File: src/rtl/irqc_pkg.sv
package irqc_pkg;

    typedef logic [2:0] prio_t;

    localparam prio_t PRIO_OFF_LO = 3'd0;
    localparam prio_t PRIO_OFF_HI = 3'd7;

    // a level takes part in arbitration only strictly between the two off codes
    function automatic logic prio_live(prio_t p);
        return (p != PRIO_OFF_LO) && (p != PRIO_OFF_HI);
    endfunction

endpackage

File: src/rtl/irqc_req_latch.sv
module irqc_req_latch #(
    parameter int N = 8
) (
    input  logic         clk_i,
    input  logic         rst_ni,
    input  logic [N-1:0] src_i,
    input  logic [N-1:0] clr_i,
    output logic [N-1:0] pend_o
);

    typedef struct packed {
        logic [N-1:0] src;
        logic [N-1:0] pend;
    } latch_st_t;

    latch_st_t st_d, st_q;
    logic [N-1:0] rise;

    always_comb begin
        rise     = src_i & ~st_q.src;
        st_d     = st_q;
        st_d.src = src_i;
        // a fresh edge beats a clear in the same cycle
        st_d.pend = (st_q.pend & ~clr_i) | rise;
    end

    always_ff @(posedge clk_i or negedge rst_ni) begin
        if (!rst_ni) st_q <= '0;
        else         st_q <= st_d;
    end

    assign pend_o = st_q.pend;

    for (genvar i = 0; i < N; i++) begin : g_chk

        pend_set_by_edge_chk: assert property (@(posedge clk_i) disable iff (!rst_ni)
            $rose(pend_o[i]) |-> $past(src_i[i]));

        edge_kept_chk: assert property (@(posedge clk_i) disable iff (!rst_ni)
            (src_i[i] && !st_q.src[i]) |=> pend_o[i]);

        clear_takes_chk: assert property (@(posedge clk_i) disable iff (!rst_ni)
            (clr_i[i] && !(src_i[i] && !st_q.src[i])) |=> !pend_o[i]);
    end

endmodule

File: src/rtl/irqc_prio_regs.sv
module irqc_prio_regs
    import irqc_pkg::*;
#(
    parameter int N  = 8,
    parameter int IW = 3
) (
    input  logic              clk_i,
    input  logic              rst_ni,
    input  logic              wr_en_i,
    input  logic [IW-1:0]     wr_idx_i,
    input  prio_t             wr_data_i,
    output prio_t [N-1:0]     prio_o
);

    typedef struct packed {
        prio_t [N-1:0] lvl;
    } prio_st_t;

    prio_st_t st_d, st_q;

    always_comb begin
        st_d = st_q;
        for (int i = 0; i < N; i++) begin
            if (wr_en_i && (wr_idx_i == IW'(i))) st_d.lvl[i] = wr_data_i;
        end
    end

    always_ff @(posedge clk_i or negedge rst_ni) begin
        if (!rst_ni) st_q <= '0;
        else         st_q <= st_d;
    end

    assign prio_o = st_q.lvl;

endmodule

File: src/rtl/irqc_arbiter.sv
module irqc_arbiter
    import irqc_pkg::*;
#(
    parameter int N  = 8,
    parameter int IW = 3
) (
    input  logic [N-1:0]  pend_i,
    input  prio_t [N-1:0] prio_i,
    input  prio_t         mask_i,
    output logic          hit_o,
    output prio_t         lvl_o,
    output logic [IW-1:0] idx_o
);

    logic [N-1:0] elig;

    always_comb begin
        for (int i = 0; i < N; i++) begin
            elig[i] = pend_i[i] && prio_live(prio_i[i]) && (prio_i[i] >= mask_i);
        end
    end

    // scan upward; only a strictly higher level displaces the holder,
    // so lower indices keep ties
    always_comb begin
        hit_o = 1'b0;
        lvl_o = PRIO_OFF_LO;
        idx_o = '0;
        for (int i = 0; i < N; i++) begin
            if (elig[i] && (!hit_o || (prio_i[i] > lvl_o))) begin
                hit_o = 1'b1;
                lvl_o = prio_i[i];
                idx_o = IW'(i);
            end
        end
    end

endmodule

File: src/rtl/irqc_ctrl.sv
module irqc_ctrl
    import irqc_pkg::*;
#(
    parameter int          NUM_SRC  = 8,
    parameter logic [7:0]  VEC_BASE = 8'h40,
    localparam int         IDX_W    = (NUM_SRC > 1) ? $clog2(NUM_SRC) : 1
) (
    input  logic               clk_i,
    input  logic               rst_ni,
    input  logic [NUM_SRC-1:0] src_req_i,
    input  logic               lvl_wr_en_i,
    input  logic [IDX_W-1:0]   lvl_wr_idx_i,
    input  logic [2:0]         lvl_wr_data_i,
    input  logic               clr_en_i,
    input  logic [IDX_W-1:0]   clr_idx_i,
    input  logic [2:0]         cpu_mask_i,
    input  logic               vec_rd_i,
    output logic               irq_o,
    output logic [2:0]         irq_level_o,
    output logic [7:0]         vec_o
);

    localparam int VEC_STEP_SH = 2;

    prio_t [NUM_SRC-1:0] prio;
    logic  [NUM_SRC-1:0] pend;
    logic  [NUM_SRC-1:0] clr;
    logic                win_hit;
    prio_t               win_lvl;
    logic  [IDX_W-1:0]   win_idx;

    irqc_prio_regs #(.N(NUM_SRC), .IW(IDX_W)) prio_i (
        .clk_i     (clk_i),
        .rst_ni    (rst_ni),
        .wr_en_i   (lvl_wr_en_i),
        .wr_idx_i  (lvl_wr_idx_i),
        .wr_data_i (prio_t'(lvl_wr_data_i)),
        .prio_o    (prio)
    );

    irqc_req_latch #(.N(NUM_SRC)) latch_i (
        .clk_i  (clk_i),
        .rst_ni (rst_ni),
        .src_i  (src_req_i),
        .clr_i  (clr),
        .pend_o (pend)
    );

    irqc_arbiter #(.N(NUM_SRC), .IW(IDX_W)) arb_i (
        .pend_i (pend),
        .prio_i (prio),
        .mask_i (prio_t'(cpu_mask_i)),
        .hit_o  (win_hit),
        .lvl_o  (win_lvl),
        .idx_o  (win_idx)
    );

    always_comb begin
        for (int i = 0; i < NUM_SRC; i++) begin
            clr[i] = (clr_en_i && (clr_idx_i == IDX_W'(i)))
                   || (vec_rd_i && win_hit && (win_idx == IDX_W'(i)));
        end
    end

    assign irq_o       = win_hit;
    assign irq_level_o = win_lvl;
    assign vec_o       = VEC_BASE + (8'(win_idx) << VEC_STEP_SH);


    level_vs_mask_chk: assert property (@(posedge clk_i) disable iff (!rst_ni)
        irq_o |-> (irq_level_o >= cpu_mask_i));

    live_level_chk: assert property (@(posedge clk_i) disable iff (!rst_ni)
        irq_o |-> (irq_level_o != 3'd0 && irq_level_o != 3'd7));

    full_mask_chk: assert property (@(posedge clk_i) disable iff (!rst_ni)
        (cpu_mask_i == 3'b111) |-> !irq_o);

    vec_align_chk: assert property (@(posedge clk_i) disable iff (!rst_ni)
        vec_o[1:0] == 2'b00);

    idle_out_chk: assert property (@(posedge clk_i) disable iff (!rst_ni)
        !irq_o |-> (irq_level_o == 3'd0 && vec_o == VEC_BASE));

endmodule

File: config.mk
export PLATFORM = sky130hd
export DESIGN_NAME = irqc_ctrl
export DESIGN_NICKNAME = d
export VERILOG_FILES = /design/src/rtl/irqc_pkg.sv /design/src/rtl/irqc_req_latch.sv /design/src/rtl/irqc_prio_regs.sv /design/src/rtl/irqc_arbiter.sv /design/src/rtl/irqc_ctrl.sv
export SDC_FILE = /design/constraint.sdc
export NUM_CORES = 1
export LEC_CHECK = 0
export BUFFER_PORTS_ARGS = -buffer_cell sky130_fd_sc_hd__buf_2
export CAP_MARGIN = 25
export CORE_AREA = 2 2 104 106
export CTS_BUF_LIST = sky130_fd_sc_hd__clkbuf_2
export CTS_CLUSTER_SIZE = 12
export DETAILED_ROUTE_END_ITERATION = 6
export DIE_AREA = 0 0 106 108
export GPL_TIMING_DRIVEN = 0
export SYNTH_ARGS = -nofsm -noshare
export SYNTH_HDL_FRONTEND = slang
export SYNTH_HIERARCHICAL = 1
export SYNTH_SLANG_ARGS = --single-unit
File: constraint.sdc
create_clock -name clk_i -period 21 [get_ports clk_i]
set_input_delay 4.2 -clock clk_i [delete_from_list [all_inputs] [get_ports clk_i]]
set_output_delay 4.2 -clock clk_i [all_outputs]
set_load 0.05 [all_outputs]
---- Word-level counts from Yosys, hierarchy flattened ----
Index checks and enable logic that the tools add are counted.
word-level totals
  register bits ........................... 40
  output and inout port bits .............. 12
  input bits .............................. 25
cells by class
  equal/unequal tests ..................... 29
  multiplexer cells ....................... 23
  bitwise logic cells ..................... 5
  add/subtract/negate cells ............... 1
  reductions and logical operators ........ 89
  order comparisons ....................... 15
operators with widths
  kind                                                             number
  1-bit logical AND                                                56
  3-bit == test, second input constant                             12
  3-bit two-way mux                                                12
  3-bit greater-or-equal comparator                                8
  3-bit inequality test, second input constant                     8
  3-bit nonzero test                                               8
  3-bit > comparator                                               7
  3-bit by 2-bit == test with 1-bit output, second input constant  6
  8-bit bitwise AND                                                2
  8-bit NOT                                                        2
  1-bit logical OR                                                 15
  3-bit by 1-bit == test with 1-bit output, second input constant  3
  3-bit zero test                                                  3
  1-bit two-way mux                                                9
  7-bit by 5-bit adder with 8-bit output, first input constant     1
  8-bit bitwise OR                                                 1
  1-bit zero test                                                  7
  2-bit two-way mux                                                2

---- Logic depth before layout (Yosys ltp) ----
  depth in word-level cells ............... 39
  depth in mapped cells ................... 59
  gate-level depth less buffers ........... 57

---- Hierarchy ----
Netlist, hierarchy kept.
by module, submodules not included
  module          seq. area each (um^2)  area each (um^2)  cells an instance  times used
  irqc_arbiter    0.0                    1,756.7           233                1
  irqc_prio_regs  600.6                  1,009.7           56                 1
  irqc_req_latch  400.4                  620.6             48                 1
  irqc_ctrl       0.0                    168.9             26                 1

---- Least setup slack after synthesis ----
No wires, ideal clock.
  path type ............................... input to output
  start point ............................. input port cpu_mask_i[2]
  end point ............................... output port vec_o[3]
  required time ........................... 16.800 ns
  data arrival time ....................... 14.130 ns
  stages on the path ...................... 54
  setup slack ............................. 2.670 ns
  buffers on the path ..................... 2
  path through ............................ inv_1 ha_1 nand2_1 o21ai_0 nand3_1 ha_1 a211oi_1 o211ai_1 and3_1 nor2_1 ha_1 nor2b_1 o21ai_0 a32oi_1 o211a_1 o31ai_1 ha_1 nor2b_1 [18 not listed] a311oi_2 a21oi_1 ha_1 nor2b_1 o21ai_0 a32oi_1 a41o_2 and2_1 clkbuf_1 a21o_1 o22ai_1 ha_1 nor2b_1 o21ai_0 a32oi_1 nand3_1 o31a_1 o311ai_0
on the way
  cells in the longest elaborated chain, start to end .. 32
  elaborated cells on any way between the ends .. 66
  classes of those cells .................. add/sub (1); order compare (15); mux (21); reduce/logical (29)
RTL lines
  item                                                           RTL line            text
  start: declaration                                             irqc_ctrl.sv:16     input logic [2:0] cpu_mask_i,
  3-bit greater-or-equal comparator                              irqc_arbiter.sv:19  elig[i] = pend_i[i] && prio_live(prio_i[i]) && (prio_i[i] >= mask_i);
  1-bit logical AND                                              irqc_arbiter.sv:19
  3-bit two-way mux / 1-bit two-way mux (equally long branches)  irqc_arbiter.sv:30  if (elig[i] && (!hit_o || (prio_i[i] > lvl_o))) begin
  3-bit > comparator / 1-bit zero test (equally long branches)   irqc_arbiter.sv:30
  1-bit logical OR                                               irqc_arbiter.sv:30
  1-bit logical AND                                              irqc_arbiter.sv:30
  3-bit two-way mux / 1-bit two-way mux (equally long branches)  irqc_arbiter.sv:30
  3-bit > comparator / 1-bit zero test (equally long branches)   irqc_arbiter.sv:30
  [16 not listed]                                                n/a
  1-bit logical OR                                               irqc_arbiter.sv:30
  1-bit logical AND                                              irqc_arbiter.sv:30
  3-bit two-way mux / 1-bit two-way mux (equally long branches)  irqc_arbiter.sv:30
  3-bit > comparator / 1-bit zero test (equally long branches)   irqc_arbiter.sv:30
  1-bit logical OR                                               irqc_arbiter.sv:30
  1-bit logical AND                                              irqc_arbiter.sv:30
  3-bit two-way mux *                                            irqc_arbiter.sv:30
  7-bit by 5-bit adder with 8-bit output *                       irqc_ctrl.sv:67     assign vec_o = VEC_BASE + (8'(win_idx) << VEC_STEP_SH);
  end: declaration                                               irqc_ctrl.sv:20     output logic [7:0] vec_o
Every way passes the cells marked *; elsewhere a longest branch is shown, timed or not.

---- Final worst setup path ----
  start point ............................. input port cpu_mask_i[2]
  end point ............................... output port vec_o[4]
The elaborated chain is that of the path after synthesis.

==> run_results.csv <==
group,metric,value,unit
setup_path,worstPathRequired,16800,ps
setup_path,path_max_fanout,8,
grt,grt_use_total,0.1453,
cts,cts-root-buf,"clkbuf_2",
finish,n_fill_cell,1017,
setup_path,worstSetupEndpointType,"output port",
sta,max_slew_margin,0.3057,
routing,via_per_inst,5.304,
power_and_ir_drop,p_leak,1.872,nW
placement,dp_slack,1278,ps
logic_synthesis,yosysSeqAreaShare,0.2815,
routing,drtPass1Iterations,4,
sta,min_period,19790,ps
cts,clk_path_buf_depth,2,
setup_path,cp_num_buf_inv,5,
sta,worst_pin_slew,1041,ps
cts,cts_buffers,5,
power_and_ir_drop,ir_drop,0.1772,mV
sta,clock.fmax,50.52,MHz
routing,drtAntennaViolNets,0,
logic_synthesis,synthCells,363,
sta,hold_viol_final,0,
sta,layout_setup_ws,1206,ps
placement,dp_hpwl,6376,µm
grt,grt_pass1_wl,13310,µm
floorplanning,start_util,0.3476,
routing,drtIter0Drc,82,
sta,rsz0062_at_grt,"false",
power_and_ir_drop,powerDensity,167.4,nW/µm²
routing,wire_per_inst,14.82,µm
setup_path,worstSetupPathDepth,56,
setup_path,crit_path_max_incr_delay,510,ps
logic_synthesis,syn_avg_cell_area,9.796,µm²
cts,clkTransAtPathRegs,180,ps
routing,drc,0,
worst_hold_path,min_delay_path_depth,1,
sta,skew,14.97,ps
routing,route.vias.total,2875,
finish,fin_nets,475,
grt,grt_max_degree,41,
cts,cts_htree_levels,2,
grt,grt_overflow,0,
cts,cts_resized,0,
routing,met3_length,265,µm
setup_path,slowest_stage,"or4_1",
sta,tns,0,ps
setup_path,crit_type,"primary input to output port",
cts,post_cts_buffers,0,
logic_synthesis,synth_seq_cells,40,
grt,grt_pass1_vias,2791,
routing,route.met2.wl,3878,µm
logic_synthesis,synth_edf_count,0,
setup_path,cp-start-kind,"primary input",
cts,cts_tree,"done",
setup_path,critPathTopFamily,"compound AO/OA/AOI/OAI gates",
floorplanning,die_x,106,µm
setup_path,cp_common_cell,"ha_1",
floorplanning,dieArea,11450,µm²
routing,dr.max_layer_used,"met4",
sta,drv_slew,0,
floorplanning,rows,37,
sta,finalCritPeriodShare,0.9426,
finish,syn_to_final_growth,11.37,%
floorplanning,die_h,108,µm
logic_synthesis,netlist-cell-type-count,61,
worst_hold_path,hp-class,"flop to flop",
cts,clk_latency,370,ps
finish,finalInstanceArea,3960,µm²
routing,wl_met1,3722,µm
placement,numPortBuffers,31,
finish,antennaDiodeCount,0,
sta,holdWs,441.0,ps
routing,totalWireLength,8031,µm
placement,place_congestion,0.8735,
grt,grt_antenna_before_repair,0,
floorplanning,ioPinCount,37,
setup_path,worst_ep_arrival_time,15590,ps
placement,detailed_place.area,3892,µm²
setup_path,reg2reg_depth,56,
logic_synthesis,synth_ff_type,"dfrtp_1",
status,run_status,"finished clean",
cts,cts_hold_buf,0,
logic_synthesis,synth_warnings,6,
floorplanning,coreArea,10230,µm²
logic_synthesis,netlist_area,3556,µm²
logic_synthesis,async_flop_share,1.000,
flow_run,maxCapViolCount,0,
sta,final-setup-viol-count,0,
finish,drive_above_1_share,0.2537,
cts,cts_sinks,40,
-- sequential cells by signal, indices dropped and copies added, names as in the netlist --
name and flops:
latch_i/pend_o 8, prio_i/prio_o 24, latch_i/st_q 8
-- worst reg2reg max path, delay by kind of cell (launching register included) --
family                     cells  cell delay (ps)
AOI/OAI and AO/OA             30             5800
adders and majority gates      8             2350
buffers and inverters          2              320
DFF                            1              470
and+or+nand+nor               16             3020
-- layout by cell type (no fill, tap or decap), drive strengths merged, types with 4 or more instances in the layout --
cell,netlist,routed
inv,36,36
a21o,9,9
buf,16,47
o21ai,17,17
nand3,21,21
o22ai,16,16
nor2b,10,10
conb,2,5
and3,6,6
o31a,4,4
mux2,24,24
ha,45,45
and2,4,4
a32oi,5,5
nand2b,7,7
nand2,16,16
clkbuf,2,8
nor3,5,5
a21oi,12,12
nor2,11,11
dfrtp,40,40
or3,8,8
-- cells by family after synthesis --
| kind of cell | Yosys count | share of synthesized area |
|---|---|---|
| and+or+nand+nor | 102 | 0.1689 |
| AOI/OAI and AO/OA | 96 | 0.2266 |
| buffers and inverters | 54 | 0.07706 |
| adders and majority gates | 45 | 0.1583 |
| DFF | 40 | 0.2815 |
| muxes | 24 | 0.08550 |
| other | 2 | 0.002112 |
-- metrics by stage --
| stage | std cells | total power, W | util |
|---|---|---|---|
| 3_5_place_dp | 533 | 0.0006163 | 0.3805 |
| 5_1_grt | 542 | 0.0007204 | 0.3871 |
| 6_report | 542 | 0.0006628 | 0.3871 |
| 2_1_floorplan | 366 | 0.0005113 | - |
| 4_1_cts | 541 | 0.0006622 | 0.3866 |
| 3_3_place_gp | 533 | 0.0006026 | 0.3805 |
-- path summary, 6_finish.rpt --
kind	start	slack, ps	end
min in group asynchronous	rst_ni	3910	prio_i/prio_o[1]
hold / removal	latch_i/st_q[12]	440	latch_i/pend_o[4]
hold reg to reg	latch_i/st_q[12]	440	latch_i/pend_o[4]
max in group asynchronous	rst_ni	16540	prio_i/prio_o[18]
setup / recovery	cpu_mask_i[2]	1210	vec_o[4]
setup reg to reg	prio_i/prio_o[2]	8980	latch_i/pend_o[2]
-- area by class of cell --
class                           instances  area [µm²]  area share
Buffer                                 18       138.9     0.03507
Tap cell                              136       170.2     0.04297
Clock inverter                          3       37.54    0.009479
Sequential cell                        40        1001      0.2528
Multi-Input combinational cell        272        2292      0.5788
Clock buffer                            5       25.02    0.006319
Timing Repair Buffer                   32       160.2     0.04044
Inverter                               36       135.1     0.03412
-- metal layers --
layer,track usage,vias to the layer above
li1,-,1431
met1,0.1883,1368
met2,0.2562,61
met3,0.01206,15
met4,0.04887,0
met5,0,-
-- synthesized netlist by cell type (8+ instances only) --
cell type  count  area [µm²]
or3_1          8       50.05
buf_4         13       97.59
nor2_1        11       41.29
o22ai_1        8       50.05
o22ai_2        8       100.1
nand3_1       21       105.1
mux2_4         9       135.1
nor2b_1       10       62.56
mux2_2        15       168.9
inv_1         36       135.1
a21oi_1       10       50.05
dfrtp_1       40        1001
o21ai_0       17       85.08
nand2_1       16       60.06
ha_1          45       563.0
-- power breakdown --
part,internal [W],switching (W)
sequential,0.0000942,0.0000211
clock,0.0000194,0.0000230
combinational,0.000203,0.000302
No activity file was read; power rests on OpenSTA's default activity.
